==> src/rtl/pcm_afifo_pkg.sv <==
package pcm_afifo_pkg;

    typedef enum logic [1:0] {
        FS_OFF   = 2'd0,
        FS_EMPTY = 2'd1,
        FS_PART  = 2'd2,
        FS_FULL  = 2'd3
    } fifo_state_e;

    // One direction's condition group, lsb first: ovf, starve, afull, full, aempty, empty
    typedef struct packed {
        logic empty;
        logic aempty;
        logic full;
        logic afull;
        logic starve;
        logic ovf;
    } chan_evt_t;

    localparam int EVT_PER_DIR = 6;
    localparam int EVT_W       = 2 * EVT_PER_DIR;
    localparam int STAT_W      = EVT_W + 2;
    localparam int PEND_BIT    = 13;

endpackage

==> src/rtl/afifo_chan.sv <==
module afifo_chan
    import pcm_afifo_pkg::*;
#(
    parameter int DATA_W = 16,
    parameter int DEPTH  = 32,
    parameter int THR_W  = 6,
    parameter int MARGIN = 2,
    parameter bit IS_TX  = 1'b1
) (
    input  logic                              clk,
    input  logic                              rst_n,
    input  logic                              en,
    input  logic                              dma_en,
    input  logic [THR_W-1:0]                  thr,
    input  logic                              wr,
    input  logic [DATA_W-1:0]                 wdata,
    input  logic                              rd,
    output logic [DATA_W:0]                   rword,
    output logic [$clog2(DEPTH+1)-1:0]        count,
    output logic                              empty,
    output logic                              aempty,
    output logic                              full,
    output logic                              afull,
    output logic                              dma_req,
    output chan_evt_t                         evt
);
    localparam int PTR_W = $clog2(DEPTH);
    localparam int CNT_W = $clog2(DEPTH + 1);
    localparam int CMP_W = (CNT_W > THR_W) ? CNT_W : THR_W;
    localparam logic [CNT_W-1:0] LAST = CNT_W'(DEPTH - 1);
    localparam logic [CNT_W-1:0] ONE  = CNT_W'(1);

    fifo_state_e       state_q, state_d;
    logic [DATA_W-1:0] mem [DEPTH];
    logic [PTR_W-1:0]  wptr, rptr;
    logic [CNT_W-1:0]  cnt_q, cnt_d;
    logic              do_wr, do_rd;
    logic [CMP_W-1:0]  cnt_c, thr_c;

    assign do_wr = en && wr && (state_q != FS_FULL);
    assign do_rd = en && rd && ((state_q == FS_PART) || (state_q == FS_FULL));

    // next-state logic
    always_comb begin
        state_d = state_q;
        if (!en) begin
            state_d = FS_OFF;
        end else begin
            unique case (state_q)
                FS_OFF:   state_d = do_wr ? FS_PART : FS_EMPTY;
                FS_EMPTY: if (do_wr) state_d = FS_PART;
                FS_PART: begin
                    if (do_wr && !do_rd && cnt_q == LAST)
                        state_d = FS_FULL;
                    else if (do_rd && !do_wr && cnt_q == ONE)
                        state_d = FS_EMPTY;
                end
                FS_FULL:  if (do_rd) state_d = FS_PART;
                default:  state_d = FS_OFF;
            endcase
        end
    end

    always_comb begin
        cnt_d = cnt_q;
        if (!en)
            cnt_d = '0;
        else if (do_wr && !do_rd)
            cnt_d = cnt_q + ONE;
        else if (do_rd && !do_wr)
            cnt_d = cnt_q - ONE;
    end

    // state register
    always_ff @(posedge clk) begin
        if (!rst_n) begin
            state_q <= FS_OFF;
            cnt_q   <= '0;
            wptr    <= '0;
            rptr    <= '0;
        end else begin
            state_q <= state_d;
            cnt_q   <= cnt_d;
            if (!en) begin
                wptr <= '0;
                rptr <= '0;
            end else begin
                if (do_wr) wptr <= wptr + PTR_W'(1);
                if (do_rd) rptr <= rptr + PTR_W'(1);
            end
        end
    end

    always_ff @(posedge clk) begin
        if (do_wr) mem[wptr] <= wdata;
    end

    // outputs
    assign cnt_c = CMP_W'(cnt_q);
    assign thr_c = CMP_W'(thr);

    always_comb begin
        empty = (state_q == FS_OFF) || (state_q == FS_EMPTY);
        full  = (state_q == FS_FULL);
        count = cnt_q;
        rword = empty ? '0 : {1'b1, mem[rptr]};
    end

    generate
        if (IS_TX) begin : g_tx_flags
            assign aempty  = (cnt_c <= thr_c);
            assign afull   = (cnt_c >= CMP_W'(DEPTH - MARGIN));
            assign dma_req = en && dma_en && aempty;
        end else begin : g_rx_flags
            assign afull   = (cnt_c >= thr_c);
            assign aempty  = (cnt_c <= CMP_W'(MARGIN));
            assign dma_req = en && dma_en && afull;
        end
    endgenerate

    always_comb begin
        evt.ovf    = en && wr && full;
        evt.starve = en && rd && empty;
        evt.afull  = en && afull;
        evt.full   = en && full;
        evt.aempty = en && aempty;
        evt.empty  = en && empty;
    end

    AST_COUNT_BOUND: assert property (@(posedge clk) disable iff (!rst_n)
        cnt_c <= CMP_W'(DEPTH));
    AST_EMPTY_FLAG: assert property (@(posedge clk) disable iff (!rst_n)
        empty |-> (cnt_q == '0));
    AST_FULL_DROP: assert property (@(posedge clk) disable iff (!rst_n)
        (en && wr && full && !rd) |=> $stable(cnt_q));
    AST_EMPTY_STARVE: assert property (@(posedge clk) disable iff (!rst_n)
        (en && rd && empty && !wr) |=> (cnt_q == '0));
    AST_FLUSH: assert property (@(posedge clk) disable iff (!rst_n)
        !en |=> (cnt_q == '0));

endmodule

==> src/rtl/afifo_stat.sv <==
module afifo_stat
    import pcm_afifo_pkg::*;
#(
    parameter int NBITS = EVT_W
) (
    input  logic             clk,
    input  logic             rst_n,
    input  logic [NBITS-1:0] set,
    input  logic [NBITS-1:0] clr,
    input  logic [NBITS-1:0] en_mask,
    input  logic             master_en,
    output logic [NBITS+1:0] status,
    output logic             irq
);
    logic [NBITS-1:0] stat_q;
    logic             pending;

    always_ff @(posedge clk) begin
        if (!rst_n) stat_q <= '0;
        else        stat_q <= (stat_q & ~clr) | set;
    end

    always_comb begin
        pending = |(stat_q & en_mask);
        status  = {pending, 1'b0, stat_q};
        irq     = pending && master_en;
    end

    AST_STICKY: assert property (@(posedge clk) disable iff (!rst_n)
        rst_n |=> ((($past(stat_q) & ~$past(clr)) & ~stat_q) == '0));
    AST_SET_WINS: assert property (@(posedge clk) disable iff (!rst_n)
        (|set) |=> ((stat_q & $past(set)) == $past(set)));

endmodule

==> src/rtl/pcm_afifo_pair.sv <==
module pcm_afifo_pair
    import pcm_afifo_pkg::*;
#(
    parameter int DATA_W = 16,
    parameter int DEPTH  = 32,
    parameter int THR_W  = 6,
    parameter int MARGIN = 2
) (
    input  logic                        clk,
    input  logic                        rst_n,
    input  logic                        tx_fifo_en,
    input  logic                        rx_fifo_en,
    input  logic                        tx_dma_en,
    input  logic                        rx_dma_en,
    input  logic [THR_W-1:0]            tx_thresh,
    input  logic [THR_W-1:0]            rx_thresh,
    input  logic                        bus_tx_wr,
    input  logic [DATA_W-1:0]           bus_tx_data,
    input  logic                        bus_rx_rd,
    output logic [DATA_W:0]             bus_rx_word,
    input  logic                        ser_tx_rd,
    output logic [DATA_W:0]             ser_tx_word,
    input  logic                        ser_rx_wr,
    input  logic [DATA_W-1:0]           ser_rx_data,
    output logic [$clog2(DEPTH+1)-1:0]  tx_count,
    output logic                        tx_empty,
    output logic                        tx_aempty,
    output logic                        tx_full,
    output logic                        tx_afull,
    output logic [$clog2(DEPTH+1)-1:0]  rx_count,
    output logic                        rx_empty,
    output logic                        rx_aempty,
    output logic                        rx_full,
    output logic                        rx_afull,
    output logic                        tx_dma_req,
    output logic                        rx_dma_req,
    input  logic [EVT_W-1:0]            irq_en_mask,
    input  logic                        irq_master_en,
    input  logic [EVT_W-1:0]            irq_clear,
    output logic [STAT_W-1:0]           irq_status,
    output logic                        irq
);
    chan_evt_t tx_evt, rx_evt;

    afifo_chan #(
        .DATA_W(DATA_W), .DEPTH(DEPTH), .THR_W(THR_W), .MARGIN(MARGIN), .IS_TX(1'b1)
    ) u_tx (
        .clk(clk), .rst_n(rst_n), .en(tx_fifo_en), .dma_en(tx_dma_en), .thr(tx_thresh),
        .wr(bus_tx_wr), .wdata(bus_tx_data), .rd(ser_tx_rd), .rword(ser_tx_word),
        .count(tx_count), .empty(tx_empty), .aempty(tx_aempty), .full(tx_full),
        .afull(tx_afull), .dma_req(tx_dma_req), .evt(tx_evt)
    );

    afifo_chan #(
        .DATA_W(DATA_W), .DEPTH(DEPTH), .THR_W(THR_W), .MARGIN(MARGIN), .IS_TX(1'b0)
    ) u_rx (
        .clk(clk), .rst_n(rst_n), .en(rx_fifo_en), .dma_en(rx_dma_en), .thr(rx_thresh),
        .wr(ser_rx_wr), .wdata(ser_rx_data), .rd(bus_rx_rd), .rword(bus_rx_word),
        .count(rx_count), .empty(rx_empty), .aempty(rx_aempty), .full(rx_full),
        .afull(rx_afull), .dma_req(rx_dma_req), .evt(rx_evt)
    );

    afifo_stat #(.NBITS(EVT_W)) u_stat (
        .clk(clk), .rst_n(rst_n), .set({tx_evt, rx_evt}), .clr(irq_clear),
        .en_mask(irq_en_mask), .master_en(irq_master_en),
        .status(irq_status), .irq(irq)
    );

    AST_TX_DMA_LEVEL: assert property (@(posedge clk) disable iff (!rst_n)
        tx_dma_req |-> (tx_count <= tx_thresh));
    AST_RX_DMA_LEVEL: assert property (@(posedge clk) disable iff (!rst_n)
        rx_dma_req |-> (rx_count >= rx_thresh));

endmodule

==> config.mk <==
export PLATFORM = sky130hd
export DESIGN_NAME = pcm_afifo_pair
export DESIGN_NICKNAME = d
export VERILOG_FILES = /design/src/rtl/pcm_afifo_pkg.sv /design/src/rtl/afifo_chan.sv /design/src/rtl/afifo_stat.sv /design/src/rtl/pcm_afifo_pair.sv
export SDC_FILE = /design/constraint.sdc
export NUM_CORES = 1
export LEC_CHECK = 0
export CAP_MARGIN = 15
export CORE_MARGIN = 10
export CORE_UTILIZATION = 55
export DETAILED_ROUTE_END_ITERATION = 8
export GPL_TIMING_DRIVEN = 0
export PLACE_DENSITY = 0.69
export SLEW_MARGIN = 40
export SYNTH_ARGS = -nofsm -noshare
export SYNTH_HDL_FRONTEND = slang
export SYNTH_SLANG_ARGS = --single-unit
==> constraint.sdc <==
create_clock -name clk -period 3.26 [get_ports clk]
set_input_delay 0.652 -clock clk [delete_from_list [all_inputs] [get_ports clk]]
set_output_delay 0.652 -clock clk [all_outputs]
set_load 0.02 [all_outputs]
Word-level counts from Yosys, hierarchy flattened
Memories as Yosys holds them, arrays and structs flattened. A register that Yosys moved wholly into a read port is not among the register bits.
Cells that the tools add are included.
- word-level logic and storage cells: 121
- memory bits (writable): 1024
- register bits after elaboration: 48
- memories: 2
- output and inout bits: 71
- eq/ne operators: 18
- $lt $le $gt $ge: 4
- muxes and demuxes: 26
- bitwise gates (word level): 4
- add/subtract/negate cells: 8
- reductions and logical operators: 50
- memories (name ; depth ; width ; read ports ; clocked after Yosys merged registers in ; write ports ; RTL line ; RTL):
    u_rx.mem ; 32 ; 16 ; 1 ; 1 ; 1 ; afifo_chan.sv:34 ; logic [DATA_W-1:0] mem [DEPTH];
    u_tx.mem ; 32 ; 16 ; 1 ; 1 ; 1 ; afifo_chan.sv:34 ;
- operator list (kind ; count):
    two-way mux 17 bit ; 2
    logical AND 1 bit ; 33
    bitwise AND 12 bit ; 2
    two-way mux 6 bit ; 4
    adder 5 x 1 -> 5 bit (second input constant) ; 4
    two-way mux 2 bit ; 10
    two-way mux 5 bit ; 4
    one-hot mux 2 bit (4 select lines) ; 2
    adder 6 x 1 -> 6 bit (second input constant) ; 2
    equality test 6 x 1 -> 1 bit (second input constant) ; 2
    equality test 6 x 5 -> 1 bit (second input constant) ; 2
    inverter 12 bit ; 1
    OR 12 bit ; 1
    OR reduction 12 bit ; 1
    subtractor 6 x 1 -> 6 bit (second input constant) ; 2
    equality test 2 bit (second input constant) ; 4
    inequality test 2 bit (second input constant) ; 4
    greater-or-equal comparator 6 x 5 -> 1 bit (second input constant) ; 1
    greater-or-equal comparator 6 bit ; 1
    <= comparator 6 x 2 -> 1 bit (second input constant) ; 1
    <= comparator 6 bit ; 1
    inequality test 3 bit (second input constant) ; 2
    AND reduction 3 bit ; 2
    equality test 2 x 1 -> 1 bit (second input constant) ; 2
    other kinds (7) ; 20

Longest topological paths before layout
Gate-level depths: netlist (run 1).
- depth after elaboration: 8
- mapped depth: 8
- gate-level depth less buffers: 7

Modules after synthesis
A second synthesis (run 1) with hierarchy kept.
- cells, all modules: 2068
- area, all modules: 42607.1 µm²
- by module, submodules not included (module ; cells an instance ; times used ; area each (µm²)):
    afifo_chan (u_tx) ; 1027 ; 1 ; 21172.8
    afifo_chan (u_rx) ; 990 ; 1 ; 20928.8
    afifo_stat ; 51 ; 1 ; 505.5

Worst setup path after synthesis (run 1)
Ideal clock, no wire load.
- path type: input-to-reg
- start point: input port tx_fifo_en
- end point: memory u_tx.mem[31][0] (enable)
- stages: 7
- path slack: 528 ps
- arrival time: 2343 ps
- path through: buf_2 -> and2_1 -> clkbuf_1 -> nor2b_1 -> buf_2 -> nand2_1 -> nor2_1
- longest elaborated chain between the ends: 4
- ends and longest elaborated chain (item ; RTL line ; RTL):
    start: declaration ; pcm_afifo_pair.sv:11 ; input logic tx_fifo_en,
    logical AND 1 bit (2 in series) ; afifo_chan.sv:40 ; assign do_wr = en && wr && (state_q != FS_FULL);
    two-way mux 1 bit ; afifo_chan.sv:95 ; if (do_wr) mem[wptr] <= wdata;
    two-way mux 1 bit (not written as such) ; afifo_chan.sv:95 ;
    end: declaration ; afifo_chan.sv:34 ;
Every way passes these cells.

==> impl_metrics.tcl, run 1 <==
set metrics [dict create \
    clkLatencyLatePin_ns 0.66 \
    crit_fanout 5 \
    worstHoldEndpoint "u_stat.stat_q[9]$_SDFF_PN0_" \
    ctsRootBufferMaster "clkbuf_16" \
    grt_pass1_wl_mm 148 \
    cp.required_ns 2.61 \
    clkTransAtPathRegs_ns 0.07 \
    violations "negative setup slack" \
    finClkSkew_ns 0.0321 \
    htree_num_levels 3 \
    hold_viol_final 0 \
    arrival_ns 2.92 \
    synth_compound_area_frac 0.0252 \
    cts.sinks 1082 \
    synth_area_leaders "edfxtp_1 72%, mux4_2 13%, dfxtp_1 2.7%" \
    drc 0 \
    reg2reg_slack_ns 0.27 \
    initial_utilization 0.558 \
    path_cells "buf_12, buf_12, mux4_2, mux4_2, inv_2, a221oi_4, buf_6" \
    cp-start-kind "flop" \
    p_leak_uw 0.0157 \
    synth.area.mux_share 0.165 \
    synth-adder-area-share 0.00884 \
    synth_area_per_cell_um2 21.5 \
    critPathSlowestCell "mux4_2" \
    rsz0062_at_grt "yes" \
    vias 21476 \
    final_nets 2406 \
    power_switching_uw 5530 \
    num-fill-cells 4831 \
    crit_path_end_kind "output port" \
    powerDensity_mw_per_mm2 556 \
    grtUsageTotal 0.226 \
    die_y_um 298 \
    ys_types 57 \
    drv_slew 0 \
    ys.flop_type "edfxtp_1" \
    tightest_slew_ns 0.975 \
    synth_most_common_cell "edfxtp_1" \
    clock_path_buffers 3 \
    gp_congestion 0.867 \
    synth-edff-count 1024 \
    p_seq_frac 0.541 \
    synth-seq-area-share 0.751 \
    synth.largest_area_cell "edfxtp_1" \
    maxCapViolCount 0 \
    grt_pass1_vias 21964 \
    synth_area_mm2 0.0425 \
    cts_tree "done" \
    p_comb_frac 0.026 \
    fin_ws_ns -0.308 \
    internal_power_uw 22700 \
    antenna_left 0 \
    finalPower_uw 28200 \
    fin_area_mm2 0.0508 \
    min_delay_path_depth 3 \
    synthXorXnorAreaFrac 0.00495 \
    initialDrtViolationCount 2494 \
    port_buffers 146 \
    worstHoldStart "tx_fifo_en" \
    dpl-instance-area_mm2 0.0462 \
    area_growth_pct 19.5 \
    dp_cells 3187 \
    power_frac_clock 0.434 \
    dr.pass1.iters 5 \
    grt_overflow 0 \
    r2r-end "u_rx.mem[24][13]$_DFFE_PP_" \
    wl_per_cell_um 30.2 \
    fin_crit_sh 1.09 \
    synth_common_cells "1024 x edfxtp_1, 247 x mux4_2, 110 x nor2_1, 59 x inv_1, 58 x dfxtp_1" \
    setup_viol 32 \
    p_sw_frac 0.196 \
    slew_headroom 0.350 \
    ir_drop_uv 476 \
    die_w_um 298 \
    async_flop_share 0 \
    critical_path_class "reg -> out" \
    slowest_delay_ns 0.62 \
    dp_hpwl_mm 64.2 \
    viasPerCell 6.29 \
    fin_util 0.666 \
    postSynthCellCount 1979 \
    drive_gt1_frac 0.339 \
    io_pins 150 \
    synth_top_family_by_area "multiplexers" \
    antenna_found_initial 1 \
    fp.dieArea_mm2 0.0888 \
    min_path_type "in -> reg" \
    fin_setup_tns_ns -7.63 \
    fin_crit_ns 3.57 \
    holdBufCountCts 0 \
    instances_no_fill 3415 \
    row_count 101 \
    rr_worst_depth 5 \
    fmax_ghz 0.280 \
    grt_max_degree 33 \
    wirelength_mm 103 \
    yosysWarningCount 0 \
    numCtsBuffers 107 \
    core_area_mm2 0.0762 \
    status "complete, but fails checks" \
    synth-simple-area-share 0.0248 \
    synth_top_cell_area_share 0.724 \
    ys_ff_latch 1082 \
    postSynthNetCount 2088 \
    r2r-start "u_rx.state_q[1]$_SDFFE_PN0P_" \
]
worst max path at each step:
| stage | startpoint | endpoint | slack (ns) | cells past startpoint |
|---|---|---|---|---|
| after CTS | flop | bus_rx_word[10] | -0.33 | 8 |
| final | flop | bus_rx_word[7] | -0.31 | 7 |
| after floorplan | tx_fifo_en | u_tx.mem[31][0]$_DFFE_PP_ | 0.53 | 7 |
| after global routing | flop | ser_tx_word[6] | -0.37 | 7 |
| after detailed placement | flop | bus_rx_word[4] | -0.76 | 7 |
| after global placement | bus_tx_wr | u_tx.mem[11][12]$_DFFE_PP_ | -1.05 | 7 |
worst max-delay path, delay by kind of cell (launching register included):
kind                   cells  cell delay [ns]
DFF                        1             0.41
muxes                      2             1.17
AOI/OAI and AO/OA          1             0.07
buffers and inverters      4             0.60
metal layers:
metal | share of wire | GRT usage
met4 | 0.031 | 0.0772
met3 | 0.076 | 0.0408
met1 | 0.39 | 0.304
met5 | 0 | 0
met2 | 0.50 | 0.373
cell usage in the layout (no fill, tap or decap), types with 18 or more instances in the layout:
master / instances
buf_2: 39
nor2_4: 64
buf_8: 18
mux4_2: 281
clkbuf_16: 119
clkinv_2: 19
inv_2: 21
clkdlybuf4s50_1: 78
buf_12: 18
clkinv_1: 24
edfxtp_1: 1024
ha_1: 30
buf_4: 60
mux2i_1: 27
inv_1: 26
nor2_1: 46
clkbuf_1: 40
nand2_1: 33
o221ai_1: 24
dfxtp_1: 52
buf_6: 36
what timing repair did:
action / in CTS / in global routing
resized for setup: 371 / 67
endpoints found under the setup margin: 37 / 35
buffers inserted: 14 / 6
pin swaps: 8 / 14
cloned: 5 / 8
flip-flops by register name (all words and copies together) (netlist names), named ones only:
name,cells
u_tx.state_q,2
u_rx.count,6
u_rx.wptr,5
u_rx.mem,512
u_tx.count,6
u_tx.wptr,5
u_tx.rptr,5
u_rx.rptr,5
u_tx.mem,512
u_stat.stat_q,12
u_rx.state_q,2
power by group through the flow:
stage          combinational [uW]  clock, uW  sequential (uW)
4_1_cts                       693      12400            15200
6_report                      719      12200            15200
5_1_grt                       763      12900            15200
3_5_place_dp                  674          0            15500
3_3_place_gp                  648          0            15600
2_1_floorplan                 217          0            15500
cell type report:
type | count | area [um2] | share of cell area
Multi-Input combinational cell | 732 | 10500 | 0.206
Clock inverter | 63 | 609 | 0.0120
Tap cell | 1030 | 1290 | 0.0254
Inverter | 59 | 254 | 0.00500
Buffer | 105 | 921 | 0.0181
Sequential cell | 1082 | 31900 | 0.629
Timing Repair Buffer | 210 | 2390 | 0.0471
Clock buffer | 133 | 2890 | 0.0569
Antenna cell | 1 | 2.50 | 0.0000493
stage by stage:
step / hold slack, ns / worst slack [ns]
final: 0.361 / -0.308
after detailed placement: 0.496 / -0.764
after global routing: 0.369 / -0.374
after global placement: 0.485 / -1.05
after CTS: 0.323 / -0.330
after floorplan: 0.468 / 0.528
kinds of logic (layout without fill, tap and decap cells):
group	count (synthesis)	in the layout
DFF	1082	1082
muxes	323	323
and+or+nand+nor	229	229
buffers and inverters	165	570
AOI/OAI and AO/OA	125	125
adders and majority gates	30	30
xor gates and xnor gates	24	24
other	1	2
(Power assumes the default switching activity.)
==> run 2, diff against run 1 <==
Settings changed: ABC_CLOCK_PERIOD_IN_PS from default to 3260, TNS_END_PERCENT from default to 30.
==> run 2 against run 1 <==
Against the previous run: the flow still finishes with violations (negative setup slack); worst hold slack worse by 0.0022 ns; clock power barely moved; die area is the same; power fell by 0.13%; clock-buffer cell count did not move; flip-flop and latch count unchanged; core utilization shrank 0.43 points; sequential share of layout area is 0.41 points higher; final area shrank 0.64%; clock skew down 0.0040 ns; worst setup slack better by 0.028 ns.
==> impl_metrics.tcl, run 2 (synthesis gave the netlist of run 1 again) <==
set metrics [dict create \
    initial_utilization 0.558 \
    io_pins 150 \
    p_leak_uw 0.0157 \
    wirelength_mm 101 \
    clkLatencyLatePin_ns 0.66 \
    cp-start-kind "flop" \
    holdBufCountCts 0 \
    min_path_type "in -> reg" \
    fin_area_mm2 0.0504 \
    reg_top3 "u_rx.mem: 512 flops, u_tx.mem: 512 flops, u_stat.stat_q: 12 flops" \
    layout_common_cells "1024 x edfxtp_1, 282 x mux4_2, 117 x clkbuf_16" \
    setup_viol 32 \
    drive_gt1_frac 0.336 \
    die_w_um 298 \
    critical_path_class "reg -> out" \
    core_area_mm2 0.0762 \
    ctsRootBufferMaster "clkbuf_16" \
    viasPerCell 6.21 \
    grt_overflow 0 \
    fp.dieArea_mm2 0.0888 \
    gp_congestion 0.867 \
    vias 21190 \
    area_growth_pct 18.7 \
    finalPower_uw 28200 \
    clkTransAtPathRegs_ns 0.07 \
    numCtsBuffers 107 \
    drv_slew 0 \
    dp_cells 3187 \
    dr.pass1.iters 7 \
    crit_path_end_kind "output port" \
    hold_ws_ns 0.359 \
    final_common_cell "edfxtp_1" \
    reg2reg_slack_ns 0.30 \
    arrival_ns 2.89 \
    fin_crit_sh 1.09 \
    row_count 101 \
    seq_area_mm2 0.0319 \
    slew_headroom 0.432 \
    fin_crit_ns 3.54 \
    hold_viol_final 0 \
    htree_num_levels 3 \
    crit_fanout 8 \
    dp_hpwl_mm 64.2 \
    grt_pass1_wl_mm 147 \
    antenna_left 0 \
    grt_max_degree 33 \
    violations "negative setup slack" \
    die_y_um 298 \
    dpl-instance-area_mm2 0.0462 \
    multi_input_area_mm2 0.0103 \
    cts_tree "done" \
    fin_ws_ns -0.279 \
    fmax_ghz 0.283 \
    instances_no_fill 3412 \
    ir_drop_uv 476 \
    rsz0062_at_grt "yes" \
    initialDrtViolationCount 2330 \
    port_buffers 146 \
    antenna_found_initial 1 \
    cp.required_ns 2.61 \
    grtUsageTotal 0.225 \
    clock_path_buffers 3 \
    grt_pass1_vias 21838 \
    tightest_slew_ns 0.850 \
    drc 0 \
    num-fill-cells 4866 \
    wl_per_cell_um 29.7 \
    finClkSkew_ns 0.0281 \
    final_nets 2402 \
    status "complete, but fails checks" \
    maxCapViolCount 0 \
    cts.sinks 1082 \
    powerDensity_mw_per_mm2 558 \
]
==> run 2: cell types whose count changed in the layout (fill, tap and decap cells not counted), moves of 3 or more <==
cell / change
buf_6: -12
buf_4: +9
a221oi_4: -13
buf_16: -3
a221oi_2: +12
==> run 2: metal layers <==
metal / vias up / global-route usage / wire [um]
met5: - / 0 / 0
li1: 8893 / - / -
met4: 0 / 0.0752 / 3280
met2: 942 / 0.370 / 50900
met1: 11202 / 0.300 / 39500
met3: 153 / 0.0426 / 7510
==> run 2: layout make-up <==
class / instances / share of cell area
Inverter: 59 / 0.00499
Clock buffer: 133 / 0.0573
Sequential cell: 1082 / 0.633
Antenna cell: 2 / 0.0000992
Buffer: 105 / 0.0185
Timing Repair Buffer: 206 / 0.0445
Tap cell: 1030 / 0.0255
Multi-Input combinational cell: 732 / 0.204
Clock inverter: 63 / 0.0121
==> run 2: worst paths after layout <==
check,endpoint,start,depth (start not counted)
worst max-delay path,bus_rx_word[13],flop,8
worst min-delay path,u_stat.stat_q[9]$_SDFF_PN0_,tx_fifo_en,3
worst max register to register,u_rx.mem[24][13]$_DFFE_PP_,u_rx.state_q[1]$_SDFFE_PN0P_,5
worst min register to register,u_rx.rptr[1]$_SDFFE_PN0P_,u_rx.rptr[1]$_SDFFE_PN0P_,2
==> run 2: what timing repair did <==
action / in CTS / in global routing
gates cloned: 4 / 6
pin swaps: 11 / 1
setup buffers: 11 / 11
gates resized for setup: 365 / 43
setup endpoints to repair: 37 / 36
==> run 2: critical path, cell delays in order (launching register included) <==
cell and delay, ns:
dfxtp_4 0.37, buf_12 0.16, buf_12 0.15, buf_12 0.13
mux4_2 0.54, mux4_2 0.49, inv_2 0.11, a221oi_2 0.08
buf_4 0.20
==> run 2: through the flow <==
| step | TNS (ns) | setup WS [ns] | utilization |
|---|---|---|---|
| after CTS | -7.95 | -0.339 | 0.658 |
| after global placement | -834.07 | -1.05 | 0.594 |
| after detailed placement | -307.16 | -0.764 | 0.606 |
| after global routing | -9.33 | -0.346 | 0.662 |
| after floorplan | 0 | 0.528 | - |
| final | -7.14 | -0.279 | 0.662 |
==> run 2: power by group <==
group	switching [uW]	internal, uW	leakage [uW]
registers	20.2	15200	0.00969
logic	467	232	0.00429
clock network	5020	7200	0.00171
